## src/rtl/sirq_pkg.sv

```systemverilog
package sirq_pkg;

  localparam int unsigned CFG_W        = 8;
  localparam int unsigned FRM_CODE_W   = 4;
  localparam int unsigned CNT_W        = 4;
  localparam int unsigned TURN_CLKS    = 2;
  localparam int unsigned SLOT_PHASES  = 3;
  localparam int unsigned STOP_CONT    = 3;
  localparam int unsigned STOP_QUIET   = 2;

  typedef enum logic [2:0] {
    ST_IDLE,
    ST_START,
    ST_TURN,
    ST_SLOT,
    ST_STOP
  } seq_state_t;

  typedef struct packed {
    logic                  en;
    logic                  cont;
    logic [FRM_CODE_W-1:0] frm;
    logic [1:0]            pw;
  } sirq_cfg_t;

  // Start-pulse width in clocks; the reserved code falls back to the narrowest
  function automatic logic [CNT_W-1:0] start_clocks(input logic [1:0] code);
    case (code)
      2'b01:   return CNT_W'(6);
      2'b10:   return CNT_W'(8);
      default: return CNT_W'(4);
    endcase
  endfunction

endpackage

```

## src/rtl/sirq_rst_sync.sv

```systemverilog
module sirq_rst_sync (
  input  logic clk,
  input  logic rst_n,
  output logic rst_n_sync
);

  logic [1:0] sync_q;

  always_ff @(posedge clk or negedge rst_n) begin
    if (!rst_n) sync_q <= 2'b00;
    else        sync_q <= {sync_q[0], 1'b1};
  end

  assign rst_n_sync = sync_q[1];

endmodule

```

## src/rtl/sirq_cfg_reg.sv

```systemverilog
module sirq_cfg_reg
  import sirq_pkg::*;
#(
  parameter logic [CFG_W-1:0] RESET_VAL = 8'h10
) (
  input  logic             clk,
  input  logic             rst_n,
  input  logic             wr_en,
  input  logic [CFG_W-1:0] wr_data,
  output sirq_cfg_t        cfg
);

  logic [CFG_W-1:0] cfg_q;

  always_ff @(posedge clk or negedge rst_n) begin
    if (!rst_n)     cfg_q <= RESET_VAL;
    else if (wr_en) cfg_q <= wr_data;
  end

  assign cfg = sirq_cfg_t'(cfg_q);

endmodule

```

## src/rtl/sirq_seq.sv

```systemverilog
module sirq_seq
  import sirq_pkg::*;
#(
  parameter int unsigned BASE_FRAMES = 17,
  parameter int unsigned SLOT_W      = 5
) (
  input  logic              clk,
  input  logic              rst_n,
  input  sirq_cfg_t         cfg,
  input  logic              line,
  output logic              drive_low,
  output logic              sample_stb,
  output logic [SLOT_W-1:0] slot_idx
);

  localparam logic [1:0] PH_LAST = 2'(SLOT_PHASES - 1);

  seq_state_t        st_q, st_d;
  logic [CNT_W-1:0]  cnt_q, cnt_d;
  logic [SLOT_W-1:0] slot_q, slot_d;
  logic [1:0]        ph_q, ph_d;
  logic              seen_q, seen_d;   // a complete cycle has run since reset
  logic              cont_eff;
  logic [SLOT_W-1:0] last_slot;

  assign cont_eff  = cfg.cont | ~seen_q;
  assign last_slot = SLOT_W'(BASE_FRAMES - 1) + SLOT_W'(cfg.frm);

  always_comb begin
    st_d   = st_q;
    cnt_d  = cnt_q;
    slot_d = slot_q;
    ph_d   = ph_q;
    seen_d = seen_q;
    if (!cfg.en) begin
      st_d   = ST_IDLE;
      cnt_d  = '0;
      slot_d = '0;
      ph_d   = '0;
    end else begin
      unique case (st_q)
        ST_IDLE: begin
          if (cont_eff) begin
            st_d  = ST_START;
            cnt_d = start_clocks(cfg.pw) - CNT_W'(1);
          end else if (!line) begin
            // peripheral already supplied the first low clock
            st_d  = ST_START;
            cnt_d = start_clocks(cfg.pw) - CNT_W'(2);
          end
        end
        ST_START: begin
          if (cnt_q == '0) begin
            st_d  = ST_TURN;
            cnt_d = CNT_W'(TURN_CLKS - 1);
          end else begin
            cnt_d = cnt_q - CNT_W'(1);
          end
        end
        ST_TURN: begin
          if (cnt_q == '0) begin
            st_d   = ST_SLOT;
            slot_d = '0;
            ph_d   = '0;
          end else begin
            cnt_d = cnt_q - CNT_W'(1);
          end
        end
        ST_SLOT: begin
          if (ph_q == PH_LAST) begin
            ph_d = '0;
            if (slot_q >= last_slot) begin
              st_d  = ST_STOP;
              cnt_d = cfg.cont ? CNT_W'(STOP_CONT - 1) : CNT_W'(STOP_QUIET - 1);
            end else begin
              slot_d = slot_q + SLOT_W'(1);
            end
          end else begin
            ph_d = ph_q + 2'd1;
          end
        end
        ST_STOP: begin
          if (cnt_q == '0) begin
            st_d   = ST_IDLE;
            seen_d = 1'b1;
          end else begin
            cnt_d = cnt_q - CNT_W'(1);
          end
        end
        default: st_d = ST_IDLE;
      endcase
    end
  end

  always_ff @(posedge clk or negedge rst_n) begin
    if (!rst_n) begin
      st_q   <= ST_IDLE;
      cnt_q  <= '0;
      slot_q <= '0;
      ph_q   <= '0;
      seen_q <= 1'b0;
    end else begin
      st_q   <= st_d;
      cnt_q  <= cnt_d;
      slot_q <= slot_d;
      ph_q   <= ph_d;
      seen_q <= seen_d;
    end
  end

  assign drive_low  = cfg.en & ((st_q == ST_START) | (st_q == ST_STOP));
  assign sample_stb = (st_q == ST_SLOT) & (ph_q == 2'd0);
  assign slot_idx   = slot_q;

endmodule

```

## src/rtl/sirq_slot_latch.sv

```systemverilog
module sirq_slot_latch #(
  parameter int unsigned MAX_SLOTS = 32,
  parameter int unsigned SLOT_W    = 5
) (
  input  logic                 clk,
  input  logic                 rst_n,
  input  logic                 en,
  input  logic                 sample_stb,
  input  logic [SLOT_W-1:0]    slot_idx,
  input  logic                 line,
  output logic [MAX_SLOTS-1:0] irq_req
);

  for (genvar i = 0; i < MAX_SLOTS; i++) begin : g_slot
    logic hit;
    logic req_q;

    assign hit = sample_stb & (slot_idx == SLOT_W'(i));

    always_ff @(posedge clk or negedge rst_n) begin
      if (!rst_n)   req_q <= 1'b0;
      else if (!en) req_q <= 1'b0;
      else if (hit) req_q <= ~line;
    end

    assign irq_req[i] = req_q;
  end

endmodule

```

## src/rtl/sirq_host.sv

```systemverilog
module sirq_host
  import sirq_pkg::*;
#(
  parameter int unsigned      BASE_FRAMES = 17,
  parameter logic [CFG_W-1:0] CFG_RESET   = 8'h10
) (
  input  logic                    clk,
  input  logic                    rst_n,
  input  logic                    cfg_wr_en,
  input  logic [CFG_W-1:0]        cfg_wr_data,
  output logic [CFG_W-1:0]        cfg_rd_data,
  input  logic                    sirq_in,
  output logic                    sirq_oe,
  output logic [BASE_FRAMES+14:0] irq_req
);

  localparam int unsigned MAX_SLOTS = BASE_FRAMES + (1 << FRM_CODE_W) - 1;
  localparam int unsigned SLOT_W    = $clog2(MAX_SLOTS);

  logic              rst_n_sync;
  sirq_cfg_t         cfg;
  logic              line_eff;
  logic              sample_stb;
  logic [SLOT_W-1:0] slot_idx;

  sirq_rst_sync u_rst (
    .clk        (clk),
    .rst_n      (rst_n),
    .rst_n_sync (rst_n_sync)
  );

  sirq_cfg_reg #(.RESET_VAL(CFG_RESET)) u_cfg (
    .clk     (clk),
    .rst_n   (rst_n_sync),
    .wr_en   (cfg_wr_en),
    .wr_data (cfg_wr_data),
    .cfg     (cfg)
  );

  assign cfg_rd_data = cfg;
  // a disabled function sees a permanently idle (high) line
  assign line_eff    = cfg.en ? sirq_in : 1'b1;

  sirq_seq #(.BASE_FRAMES(BASE_FRAMES), .SLOT_W(SLOT_W)) u_seq (
    .clk        (clk),
    .rst_n      (rst_n_sync),
    .cfg        (cfg),
    .line       (line_eff),
    .drive_low  (sirq_oe),
    .sample_stb (sample_stb),
    .slot_idx   (slot_idx)
  );

  sirq_slot_latch #(.MAX_SLOTS(MAX_SLOTS), .SLOT_W(SLOT_W)) u_latch (
    .clk        (clk),
    .rst_n      (rst_n_sync),
    .en         (cfg.en),
    .sample_stb (sample_stb),
    .slot_idx   (slot_idx),
    .line       (line_eff),
    .irq_req    (irq_req)
  );

endmodule

```

## config.mk

```make
export PLATFORM = sky130hd
export DESIGN_NAME = sirq_host
export DESIGN_NICKNAME = d
export VERILOG_FILES = /design/src/rtl/sirq_pkg.sv /design/src/rtl/sirq_rst_sync.sv /design/src/rtl/sirq_cfg_reg.sv /design/src/rtl/sirq_seq.sv /design/src/rtl/sirq_slot_latch.sv /design/src/rtl/sirq_host.sv
export SDC_FILE = /design/constraint.sdc
export NUM_CORES = 1
export LEC_CHECK = 0
export BUFFER_PORTS_ARGS = -buffer_cell sky130_fd_sc_hd__buf_2
export CORE_MARGIN = 8
export CORE_UTILIZATION = 57
export DETAILED_ROUTE_END_ITERATION = 7
export PLACE_DENSITY = 0.8
export RECOVER_POWER = 100
export SLEW_MARGIN = 20
export SYNTH_ARGS = -nofsm -noshare
export SYNTH_HDL_FRONTEND = slang
export SYNTH_HIERARCHICAL = 1
export SYNTH_SLANG_ARGS = --single-unit
export TNS_END_PERCENT = 50
```

## constraint.sdc

```tcl
create_clock -name clk -period 2.4 [get_ports clk]
set_input_delay 0.24 -clock clk [delete_from_list [all_inputs] [get_ports clk]]
set_output_delay 0.24 -clock clk [all_outputs]
set_load 0.03 [all_outputs]
```

---- After elaboration in Yosys (flattened, before gate mapping) ----
Cells that the tools add are included.
word-level totals
  register bits after elaboration ......... 57
  latch bits .............................. 0
  memory bits (writable) .................. 0
  bits in read-only memories .............. 0
  word-level logic and storage cells ...... 274
  memories ................................ 0
operators by class
  add/subtract/negate cells ............... 6
  multipliers ............................. 0
  divide/modulo/power cells ............... 0
  $lt $le $gt $ge ......................... 1
  equality and inequality tests ........... 80
  shifts and indexed selects .............. 0
  mux-type cells .......................... 100
  bitwise gates (word level) .............. 38
  reduce and logical (&&, ||, !) cells .... 10
operators with widths
  cell                                                                   count
  5-bit equality test, second input constant                             16
  1-bit two-way mux                                                      65
  2-bit by 1-bit != test with 1-bit output, second input constant        32
  4-bit two-way mux                                                      14
  5-bit by 4-bit equality test with 1-bit output, second input constant  8
  1-bit AND                                                              34
  3-bit two-way mux                                                      8
  5-bit by 3-bit equality test with 1-bit output, second input constant  4
  5-bit two-way mux                                                      4
  4-bit one-hot mux with 4 select lines                                  1
  3-bit by 2-bit != test with 1-bit output, second input constant        5
  3-bit one-hot mux with 5 select lines                                  1
  5-bit by 2-bit equality test with 1-bit output, second input constant  2
  5-bit one-hot mux with 2 select lines                                  1
  2-bit two-way mux                                                      4
  4-bit one-hot mux with 2 select lines                                  1
  4-bit by 1-bit subtractor with 4-bit output, second input constant     2
  3-bit by 2-bit equality test with 1-bit output, second input constant  2
  3-bit != test, second input constant                                   2
  6-bit AND reduction                                                    1
  5-bit by 1-bit adder with 5-bit output, second input constant          1
  5-bit by 4-bit adder with 5-bit output, first input constant           1
  5-bit by 1-bit equality test with 1-bit output, second input constant  1
  5-bit greater-or-equal comparator                                      1
  other kinds (21)                                                       24

---- Longest topological paths before layout ----
  word-level depth ........................ 11
  gate-level depth with buffers ........... 8
  gate-level depth less buffers ........... 7

---- Modules after synthesis ----
The synthesis kept the hierarchy.
by module, submodules not included
  module           times used  cells each  area an instance (µm²)  seq. area each (µm²)
  sirq_slot_latch  1           175         1873.0                  800.8
  sirq_seq         1           156         1307.5                  375.4
  sirq_cfg_reg     1           17          332.8                   201.4
  sirq_rst_sync    1           3           53.8                    50.0
  sirq_host        1           1           6.3                     0.0

---- Worst setup path before layout ----
Ideal clock, no wire load.
  path type ............................... reg-to-reg
  start point ............................. register u_cfg.cfg_q[4], in the netlist u_cfg/cfg[4]
  end point ............................... register u_seq.cnt_q[0]
  library setup time ...................... 125 ps
  data arrival time ....................... 2055 ps
  path slack .............................. 220 ps
  stages on the path, launching flop included .. 8
  path buffers ............................ 0
  period minus slack after synthesis ...... 2180 ps
  cells stage by stage .................... dfstp_2 inv_1 ha_1 o211ai_1 o21ai_1 a31oi_1 or3b_4 mux2_2
between the ends
  word-level cells in the longest chain between the ends .. 4
ends and longest elaborated chain
  what                                                line                source
  from (decl)                                         sirq_cfg_reg.sv:13  logic [CFG_W-1:0] cfg_q;
  from (signal assigned)                              sirq_cfg_reg.sv:17  else if (wr_en) cfg_q <= wr_data;
  5-bit by 4-bit adder with 5-bit output              sirq_seq.sv:27      assign last_slot = SLOT_W'(BASE_FRAMES - 1) + SLOT_W'(cfg.frm);
  5-bit greater-or-equal comparator                   sirq_seq.sv:72      if (slot_q >= last_slot) begin
  3-bit by 2-bit != test with 1-bit output (no line)  -
  5-bit AND reduction (no line)                       -
  to (signal assigned)                                sirq_seq.sv:104     cnt_q <= cnt_d;
  to (decl)                                           sirq_seq.sv:19      logic [CNT_W-1:0] cnt_q, cnt_d;
No other way between the ends.
A chain may end at the register's enable or synchronous reset.

---- Worst setup path in the final report ----
  start point ............................. register u_seq.cnt_q[0]
  end point ............................... register u_seq.slot_q[0], in the netlist u_seq/slot_idx[0]
between the ends
  word-level cells in the longest chain between the ends .. 3
ends and longest elaborated chain
  what                                                line             source
  4-bit zero test                                     sirq_seq.sv:61   if (cnt_q == '0) begin
  3-bit by 2-bit != test with 1-bit output (no line)  -
  4-bit AND reduction (no line)                       -
  to (signal assigned)                                sirq_seq.sv:105  slot_q <= slot_d;
  to (decl)                                           sirq_seq.sv:20   logic [SLOT_W-1:0] slot_q, slot_d;
No other way between the ends.

==> key figures <==
Flow run
  • Max cap viols: 0

Place
  • Pre-CTS setup slack: 264 ps
  • IO Port Bufs: 52
  • Routability cong.: between 0.8 and 0.9
  • DP HPWL: approximately 5300 µm

Clock tree
  • Post_cts resized: 0
  • CTS tree: built
  • Clock Latency Late Sink: 330 ps
  • Htree depth: 3
  • Total CTS buffers: 9
  • CTS Root Cell: clkbuf_8
  • Clock transition at path regs: about 60 ps
  • Clock Sinks: between 50 and 60
  • Clock buffer depth: 2

Synthesis
  • Cell variety after synth: slightly below 60
  • Syn_area_per_cell: 10.2 µm²
  • Synth Area in Compound Gates: between 10% and 20%
  • Post-Synth XOR/XNOR Area: less than 1%
  • Ys async rst share: 100%
  • Top post-synthesis cells by area: dfrtp_1 39%, buf_4 7.1%, mux2i_1 5.6%
  • Post-Syn Nets: around 370
  • Number of synthesized register bits: 57
  • Post-synth top flop: dfrtp_1
  • Largest family of logic cells by synthesized area: simple AND/OR/NAND/NOR gates
  • Post-synth EDFFs: 0
  • Synth warnings: 6
  • Cell count after synthesis: between 300 and 400
  • Post-synth top area share: 39.2%
  • Synth Area in Adders: under 10%
  • Post-synthesis sequential area ratio: between 30% and 40%
  • Cell type with the highest aggregate area in the netlist: dfrtp_1
  • Synth Area in Simple Gates: between 10% and 20%
  • Post-synthesis mux area share: slightly below 10%
  • Netlist Area Pre-Place: between 3000 and 4000 µm²

Global routing
  • First-pass GRT wire length: about 12,000 µm
  • Total gr overflow: 0
  • GRT Overall Usage: between 15 and 20%
  • Initial antenna violation count: 0
  • Vias in the first global route: ~2,600
  • Largest net degree at the start of global routing: 29

Worst hold path
  • Hold Startpoint: cfg_wr_data[2]
  • Hold Path Stages: 2
  • Hold path endpoint: u_cfg/cfg[2]
  • Hold Crit Class: primary input to register

Floorplanning
  • DIE HEIGHT: ~95 µm
  • Core Area: 6200 µm²
  • I/O Pins: between 50 and 60
  • Row count: 29
  • Full die area: between 9000 and 10,000 µm²
  • Initial Util: 57.6%
  • Die width: about 95 µm

Layout
  • Nets: about 400
  • Most frequent cells in the layout: 56 x dfrtp_1, 46 x clkbuf_1, 43 x nand2_1
  • Commonest non-fill, non-tap cell in the layout: dfrtp_1
  • Area grow syn2layout: 4.31%
  • Number of diodes: 0
  • Fraction of layout cells with a size suffix above 1: 14.0%

Status
  • Status: finished clean

Worst setup path
  • Critical Path RT: between 2000 and 3000 ps
  • Slowest CP cell: or3b_1
  • Worst Path Max Fanout: 9
  • Startpoint Class: register
  • Critical Path AT: 2390 ps
  • Critical path, cell by cell: inv_1 -> ha_1 -> or3b_1 -> a21o_4 -> a21oi_2 -> a21oi_1 -> o21bai_1
  • Slowest stage delay, CP: about 480 ps
  • WS Path Type: register to register
  • Reg2reg setup slack: roughly 210 ps
  • FF-to-FF path depth: 7
  • CP Capture Type: register
  • Worst r2r src: u_seq/cnt_q[0]
  • Worst reg2reg endpoint: u_seq/slot_idx[0]

STA
  • Setup Skew: 4.44 ps
  • Fin. max-slew vios: 0
  • Final hold violations: 0
  • Post-layout worst setup margin: 215 ps
  • FMAX: about 0.46 GHz
  • RSZ-0062 raised after global routing: no
  • Final setup vio count: 0
  • Slew @ Worst Pin: 1120 ps
  • Final period util: 91.1%
  • Setup TNS: 0 ps
  • Final min period: around 2200 ps
  • Slew headroom: between 20% and 30%

Power
  • Peak supply drop: 0.470 mV
  • P_leak: 1.69 nW
  • Pwr per Cell Area: around 790 nW/µm²

Drt
  • WL final: about 7500 µm
  • Total number of vias: approximately 2,700
  • First-pass DRT Iterations: 4
  • Routed wire length per instance: between 15 and 20 µm
  • DRT antenna net count: 0
  • Drt via density: about 6
  • Drt drc: 0
  • Initial DRC count: around 160
==> worst max-delay path: cells and delay by family, from the launching register on <==
| family | cells | cell delay (ps) |
|---|---|---|
| AOI/OAI and AO/OA | 4 | 880 |
| adders and majority gates | 1 | 170 |
| buffers and inverters | 1 | 110 |
| DFF | 1 | 430 |
| and+or+nand+nor | 1 | 480 |
==> flip-flops by register name, summed over array words and instances, names as in the netlist <==
signal / count
u_cfg/cfg: 8
u_latch/g_slot.req_q: 32
u_rst/sync_q: 2
u_seq/cnt_q: 4
u_seq/ph_q: 2
u_seq/seen_q: 1
u_seq/slot_idx: 5
u_seq/st_q: 3
==> layout make-up <==
cell class	count	area, µm²
Clock buffer	14	173
Clock inverter	2	35.0
Fill cell	546	2480
Inverter	10	37.5
Multi-Input combinational cell	227	1640
Sequential cell	57	1430
Tap cell	77	96.3
Timing Repair Buffer	69	323
==> worst max-delay path by stage <==
stage | cells after the start | endpoint | slack [ps] | start
final | 7 | u_seq/slot_idx[0] | 210 | u_seq/cnt_q[0]
after global routing | 6 | u_latch/g_slot[24].req_q | 80 | u_seq/st_q[1]
after CTS | 7 | u_seq/cnt_q[2] | 250 | u_cfg/cfg[4]
after detailed placement | 7 | u_seq/cnt_q[2] | 260 | u_cfg/cfg[4]
after global placement | 7 | u_seq/cnt_q[0] | 320 | u_cfg/cfg[4]
after floorplan | 7 | u_seq/cnt_q[0] | 220 | u_cfg/cfg[4]
==> logic make-up after synthesis <==
kind of cell,count (synthesis)
simple gates,106
fa+ha+maj,10
xor+xnor,3
flops,57
other cells,1
buf+inv,68
mux,31
compound gates,76
==> Yosys cell counts, types with 2 or more instances <==
master,n
ha_1,10
nor3b_1,2
and3_1,6
dfrtp_1,56
o31ai_1,17
a21oi_1,8
nand4b_4,3
buf_6,3
buf_4,34
o21bai_1,2
nor4_1,2
nor2_1,9
clkbuf_1,10
o311ai_1,3
mux2_2,3
nand4_1,4
or3_1,2
o41ai_1,3
and4bb_2,3
o211ai_1,14
nand2b_1,9
inv_1,10
mux2_4,8
o21ai_1,5
nand2_1,43
buf_2,8
mux2i_1,20
nor2b_1,6
nand3_1,8
a31oi_1,2
xnor2_1,3
o21ai_0,9
==> through the flow <==
step	cell area, µm²	util [%]	instances	power (mW)	hold slack, ps
after floorplan	3570	-	352	1.84	-55.6
after global routing	3730	60.1	456	3.11	124
after CTS	3880	62.6	456	2.99	120
final	3730	60.1	456	2.95	132
after global placement	3670	59.1	439	2.02	27.1
after detailed placement	3670	59.1	439	2.05	26.1
==> power by group <==
part           total (mW)  switching (mW)  internal, mW
clock               0.930           0.366         0.564
combinational       0.886           0.531         0.355
sequential           1.13           0.103          1.03
==> per-layer routing <==
layer	share of wire (%)	up-vias	GRT usage [%]	wire [µm]
met5	0	-	0	0
met4	1.6	0	6.76	122
met3	6.9	12	5.59	515
met2	46	93	26.6	3410
met1	46	1280	22.1	3400
li1	-	1280	-	-
==> what timing repair did <==
action | 4_1_cts | 5_1_grt
buffers inserted | 0 | 0
hold buffers | 1 | 0
endpoints found under the hold margin | 2 | 0
Power figures use the tool's default switching activity.
